[src/rtl/pdt_pkg.sv]
package pdt_pkg;
  typedef enum logic {
    DWELL_SHORT = 1'b0,
    DWELL_LONG  = 1'b1
  } dwell_mode_e;
endpackage

[src/rtl/pdt_chan_cmp.sv]
module pdt_chan_cmp #(
  parameter int CH_W = 16
) (
  input  logic            clk,
  input  logic            rst_n,
  input  logic            adv,
  input  logic [CH_W-1:0] data,
  input  logic [CH_W-1:0] care,
  input  logic [CH_W-1:0] value,
  input  logic [CH_W-1:0] rise,
  input  logic [CH_W-1:0] fall,
  output logic            hit,
  output logic            edge_hit
);
  logic [CH_W-1:0] prev_q;
  logic [CH_W-1:0] mism;
  logic [CH_W-1:0] edg;

  // per-channel compare and transition detect
  for (genvar i = 0; i < CH_W; i++) begin : g_chan
    assign mism[i] = care[i] & (data[i] ^ value[i]);
    assign edg[i]  = (rise[i] & ~prev_q[i] & data[i]) |
                     (fall[i] &  prev_q[i] & ~data[i]);
  end

  assign hit      = ~|mism;
  assign edge_hit = |edg;

  // last accepted sample, for transition detect
  always_ff @(posedge clk or negedge rst_n) begin
    if (!rst_n)   prev_q <= '0;
    else if (adv) prev_q <= data;
  end
endmodule

[src/rtl/pdt_dwell_cnt.sv]
module pdt_dwell_cnt #(
  parameter int CNT_W = 16
) (
  input  logic             clk,
  input  logic             rst_n,
  input  logic             clr,
  input  logic             inc,
  output logic [CNT_W-1:0] cnt
);
  localparam logic [CNT_W-1:0] CNT_MAX = {CNT_W{1'b1}};

  logic [CNT_W-1:0] cnt_q;

  always_ff @(posedge clk or negedge rst_n) begin
    if (!rst_n)                        cnt_q <= '0;
    else if (clr)                      cnt_q <= '0;
    else if (inc && cnt_q != CNT_MAX)  cnt_q <= cnt_q + 1'b1;
  end

  assign cnt = cnt_q;


  cnt_clear_chk: assert property (@(posedge clk) disable iff (!rst_n)
    clr |=> (cnt_q == '0));


  cnt_saturate_chk: assert property (@(posedge clk) disable iff (!rst_n)
    (inc && !clr && cnt_q == CNT_MAX) |=> (cnt_q == CNT_MAX));


  cnt_step_chk: assert property (@(posedge clk) disable iff (!rst_n)
    (inc && !clr && cnt_q != CNT_MAX) |=> (cnt_q == $past(cnt_q) + 1'b1));


  cnt_hold_chk: assert property (@(posedge clk) disable iff (!rst_n)
    (!inc && !clr) |=> $stable(cnt_q));
endmodule

[src/rtl/pdt_arm_ctrl.sv]
module pdt_arm_ctrl (
  input  logic clk,
  input  logic rst_n,
  input  logic arm_req,
  input  logic fire,
  input  logic repeat_en,
  output logic armed,
  output logic trig
);
  logic armed_q;
  logic trig_q;

  always_ff @(posedge clk or negedge rst_n) begin
    if (!rst_n) begin
      armed_q <= 1'b0;
      trig_q  <= 1'b0;
    end else begin
      trig_q <= fire;
      if (!armed_q) armed_q <= arm_req;
      else if (fire && !repeat_en) armed_q <= 1'b0;
    end
  end

  assign armed = armed_q;
  assign trig  = trig_q;


  single_shot_chk: assert property (@(posedge clk) disable iff (!rst_n)
    (fire && !repeat_en) |=> (!armed_q && trig_q));


  rearm_hold_chk: assert property (@(posedge clk) disable iff (!rst_n)
    (fire && repeat_en) |=> (armed_q && trig_q));


  idle_stay_chk: assert property (@(posedge clk) disable iff (!rst_n)
    (!armed_q && !arm_req) |=> !armed_q);
endmodule

[src/rtl/pdt_trigger.sv]
module pdt_trigger #(
  parameter int CH_W  = 16,
  parameter int CNT_W = 16
) (
  input  logic             clk,
  input  logic             rst_n,
  input  logic             run_i,
  input  logic             ext_arm_i,
  input  logic             ext_arm_en_i,
  input  logic             repeat_i,
  input  logic             mode_i,
  input  logic [CNT_W-1:0] dur_i,
  input  logic [CH_W-1:0]  care_i,
  input  logic [CH_W-1:0]  value_i,
  input  logic [CH_W-1:0]  rise_i,
  input  logic [CH_W-1:0]  fall_i,
  input  logic             smp_valid_i,
  input  logic [CH_W-1:0]  smp_data_i,
  output logic             smp_ready_o,
  output logic             armed_o,
  output logic             trig_o
);
  import pdt_pkg::*;

  dwell_mode_e      mode;
  logic             adv;
  logic             hit;
  logic             edge_hit;
  logic [CNT_W-1:0] run_cnt;
  logic             long_ok;
  logic             short_ok;
  logic             fire;
  logic             cnt_clr;
  logic             cnt_inc;
  logic             arm_req;

  assign mode        = dwell_mode_e'(mode_i);
  assign smp_ready_o = 1'b1;
  assign adv         = armed_o & smp_valid_i;
  assign arm_req     = run_i | (ext_arm_i & ext_arm_en_i);

  pdt_chan_cmp #(.CH_W(CH_W)) u_cmp (
    .clk      (clk),
    .rst_n    (rst_n),
    .adv      (adv),
    .data     (smp_data_i),
    .care     (care_i),
    .value    (value_i),
    .rise     (rise_i),
    .fall     (fall_i),
    .hit      (hit),
    .edge_hit (edge_hit)
  );

  // qualification against the run length before this sample
  assign long_ok  = run_cnt > dur_i;
  assign short_ok = (run_cnt != '0) && (run_cnt < dur_i);

  always_comb begin
    fire = 1'b0;
    if (adv) begin
      if (mode == DWELL_LONG) fire = long_ok & edge_hit;
      else                    fire = ~hit & short_ok;
    end
  end

  assign cnt_clr = ~armed_o | fire | (adv & ~hit);
  assign cnt_inc = adv & hit;

  pdt_dwell_cnt #(.CNT_W(CNT_W)) u_cnt (
    .clk   (clk),
    .rst_n (rst_n),
    .clr   (cnt_clr),
    .inc   (cnt_inc),
    .cnt   (run_cnt)
  );

  pdt_arm_ctrl u_arm (
    .clk       (clk),
    .rst_n     (rst_n),
    .arm_req   (arm_req),
    .fire      (fire),
    .repeat_en (repeat_i),
    .armed     (armed_o),
    .trig      (trig_o)
  );


  trig_needs_arm_chk: assert property (@(posedge clk) disable iff (!rst_n)
    trig_o |-> $past(armed_o));


  trig_pulse_chk: assert property (@(posedge clk) disable iff (!rst_n)
    trig_o |=> !trig_o);


  long_edge_chk: assert property (@(posedge clk) disable iff (!rst_n)
    (trig_o && $past(mode_i)) |-> ($past(edge_hit) && $past(run_cnt) > $past(dur_i)));


  short_drop_chk: assert property (@(posedge clk) disable iff (!rst_n)
    (trig_o && !$past(mode_i)) |-> (!$past(hit) && $past(run_cnt) != '0));
endmodule

[config.mk]
export PLATFORM = sky130hd
export DESIGN_NAME = pdt_trigger
export DESIGN_NICKNAME = d
export VERILOG_FILES = /design/src/rtl/pdt_pkg.sv /design/src/rtl/pdt_chan_cmp.sv /design/src/rtl/pdt_dwell_cnt.sv /design/src/rtl/pdt_arm_ctrl.sv /design/src/rtl/pdt_trigger.sv
export SDC_FILE = /design/constraint.sdc
export NUM_CORES = 1
export LEC_CHECK = 0
export BUFFER_PORTS_ARGS = -buffer_cell sky130_fd_sc_hd__buf_2
export CAP_MARGIN = 30
export CORE_MARGIN = 2
export CORE_UTILIZATION = 40
export CTS_BUF_LIST = sky130_fd_sc_hd__clkbuf_4
export DETAILED_ROUTE_END_ITERATION = 8
export PLACE_DENSITY = 0.67
export SLEW_MARGIN = 20
export SYNTH_ARGS = -nofsm -noshare
export SYNTH_HDL_FRONTEND = slang
export SYNTH_SLANG_ARGS = --single-unit
[constraint.sdc]
create_clock -name clk -period 5.8 [get_ports clk]
set_input_delay 1.74 -clock clk [delete_from_list [all_inputs] [get_ports clk]]
set_output_delay 1.74 -clock clk [all_outputs]
set_load 0.01 [all_outputs]
==> flow_summary.json <==
{
  "clk_path_buf_depth": 2,
  "yosys.area_share.simple_pct": 21.4,
  "ctsResizeCount": 0,
  "drt_iter0_drc": 122,
  "rows": 28,
  "viasPerCell": 5.32,
  "synthTopCellsByArea": "dfrtp_1, xor2_1, ha_1",
  "clock_skew_ns": 0.0151,
  "ff2ff_path_depth": 6,
  "worst_hold_path_type": "flop to flop",
  "grt_max_degree": 35,
  "setup_viol": 0,
  "preCtsSetupSlack_ns": 2.03,
  "syn_area_per_cell_um2": 9.00,
  "drive_gt1_share_pct": 35.6,
  "core-area_mm2": 0.00599,
  "cp.arrival_ns": 3.55,
  "via_count": 2463,
  "final_core_util_pct": 52.8,
  "totalWireLength_um": 6960,
  "fin_crit_sh_pct": 58.0,
  "grt_pass1_wl_um": 11400,
  "ir_drop_uv": 85.5,
  "synth_edf_count": 0,
  "synth_largest_area_cell": "dfrtp_1",
  "dpl.hpwl_um": 5660,
  "gp_congestion": 0.885,
  "rsz0062_at_grt": "false",
  "synth_compound_area_share_pct": 13.3,
  "cts_buffers": 5,
  "cp.required_ns": 5.99,
  "r2r-end": "u_cnt.cnt[2]",
  "yosysWarnings": 0,
  "worstSetupEndpointType": "flop",
  "worst_pin_slew_ns": 0.821,
  "n_antenna_cell": 0,
  "path_cells": "buf_2 -> inv_1 -> ha_1 -> nand4_1 -> nor4_2 -> a211oi_2 -> o211ai_2 -> nor2_1",
  "drcViolationCount": 0,
  "track_usage_pct": 20.5,
  "first_global_vias": 2345,
  "cts_sinks": 34,
  "syn_inst": 280,
  "synthDistinctLibCells": 40,
  "overflow": 0,
  "synth_top_family_by_area": "simple AND/OR/NAND/NOR gates",
  "cts_max_level": 2,
  "die_x_um": 83.4,
  "syn_to_final_growth_pct": 25.5,
  "antenna_found_initial": 0,
  "dieArea_mm2": 0.00695,
  "start_util_pct": 42.1,
  "synth_seq_cells": 34,
  "hold_buffers": 0,
  "postCtsSetupBuffers": 0,
  "syn_nets": 402,
  "hold_violations": 0,
  "pin_count": 107,
  "ys_seq_area_share_pct": 33.8,
  "status": "complete, no violations",
  "crit_path_max_fanout": 16,
  "cpMaxStageDelayCell": "o211ai_2",
  "fill_cells": 591,
  "finish.net_count": 509,
  "crit_end": "u_cnt.cnt[2]",
  "io_buffer_count": 105,
  "drtPass1Iterations": 5,
  "cts_tree": "built",
  "start_kind": "input port",
  "ant_nets": 0,
  "clk_pin_slew_ns": 0.11,
  "r2r-start": "u_cnt.cnt[15]",
  "drv_cap": 0,
  "synth_xor_area_share_pct": 10.4,
  "relSlewSlack_pct": 45.1,
  "finalMaxSlewViolations": 0,
  "synthAdderAreaFrac_pct": 8.94,
  "layout_setup_ws_ns": 2.43,
  "r2r_slack_ns": 3.44,
  "synth_ff_type": "dfrtp_1",
  "insertion_delay_ns": 0.33,
  "synthArstFlopShare_pct": 100,
  "worstSetupStartpoint": "dur_i[14]",
  "netlist_area_mm2": 0.00252,
  "post_drt_wl_per_cell_um": 15.0,
  "root_buffer": "clkbuf_4",
  "fin_crit_ns": 3.37,
  "max_freq_mhz": 297,
  "p_per_area_mw_per_mm2": 161,
  "leakagePower_nw": 1.65,
  "crit_path_max_incr_delay_ns": 0.58,
  "synthMuxAreaShare_pct": 7.94,
  "crit_type": "input port to flop",
  "die_h_um": 83.4,
  "finalSetupTns_ns": 0,
  "synth_top_cell_area_share_pct": 33.8
}
## cell type report
cell class,count,area (um2),share of cell area [%]
Clock buffer,6,45.0,1.42
Timing Repair Buffer,105,526,16.6
Clock inverter,2,8.76,0.277
Tap cell,75,93.8,2.97
Multi-Input combinational cell,222,1570,49.5
Inverter,19,71.3,2.26
Sequential cell,34,851,26.9
## critical path, delay by kind of cell
family                     cells  cell delay, ns
and+or+nand+nor                3            0.67
adders and majority gates      1            0.30
AOI/OAI and AO/OA              2            0.72
buffers and inverters          2            0.10
## synth_stat cells, types with 2 or more instances
library cell / number
o22ai_1: 15
dfrtp_1: 34
a22oi_2: 3
nand3_1: 12
inv_1: 19
nand4_1: 9
mux2_2: 16
buf_4: 3
and4_1: 2
nor2_1: 22
a21oi_1: 9
and2_1: 2
and3_1: 8
a22oi_1: 5
nor4_1: 5
mux2i_1: 2
nand2_1: 40
xor2_1: 29
ha_1: 18
o21ai_0: 7
## sequential cells by signal (all words and copies together), names as in the netlist
name / flops
u_arm.armed: 1
u_cmp.prev_q: 16
u_arm.trig: 1
u_cnt.cnt: 16
## metrics by stage
stage               cell area, um2  std cells  total power, mW  hold WS, ns
floorplan                     2520        280            0.319        0.493
global placement              3110        455            0.380        0.519
detailed placement            3110        455            0.383        0.529
CTS                           3160        463            0.514        0.554
global route                  3160        463            0.541        0.592
finish                        3160        463            0.509        0.549
## cell usage in the layout, fill, tap and decap left out, drive strengths merged, types with 9 or more instances in the layout
master / instances
a21oi: 9
buf: 105
dfrtp: 34
ha: 18
inv: 19
mux2: 16
nand2: 41
nand3: 12
nand4: 10
nor2: 23
o22ai: 15
xor2: 29
## worst min-delay path by stage
stage,start,endpoint,cells past startpoint
2_1_floorplan,u_cmp.prev_q[0],u_cmp.prev_q[0],1
3_3_place_gp,u_cmp.prev_q[9],u_cmp.prev_q[9],1
3_5_place_dp,u_cmp.prev_q[13],u_cmp.prev_q[13],1
4_1_cts,u_cmp.prev_q[14],u_cmp.prev_q[14],1
5_1_grt,u_cmp.prev_q[8],u_cmp.prev_q[8],1
6_report,u_cmp.prev_q[14],u_cmp.prev_q[14],1
## power breakdown
| group | leakage (nW) | internal, mW | total, mW | switching (mW) |
|---|---|---|---|---|
| clock network | 0.0331 | 0.0502 | 0.130 | 0.0797 |
| registers | 0.433 | 0.249 | 0.259 | 0.0104 |
| logic | 1.19 | 0.0586 | 0.120 | 0.0610 |
## kinds of logic (layout without fill, tap and decap cells)
| group | Yosys count | count (layout) |
|---|---|---|
| AND/OR/NAND/NOR | 108 | 108 |
| AO/OA/AOI/OAI | 47 | 47 |
| flip-flops | 34 | 34 |
| XOR/XNOR | 30 | 30 |
| buffers and inverters | 24 | 132 |
| adder cells (fa/ha/maj) | 18 | 18 |
| multiplexers | 18 | 18 |
| other | 1 | 1 |
## metal layers
layer | up-vias | routed length (um) | GRT usage (%)
met5 | - | 0 | 0
li1 | 1210 | - | -
met2 | 123 | 3390 | 34.5
met3 | 10 | 535 | 4.37
met1 | 1120 | 2950 | 26.4
met4 | 0 | 89 | 5.96
Power figures use the tool's default switching activity.
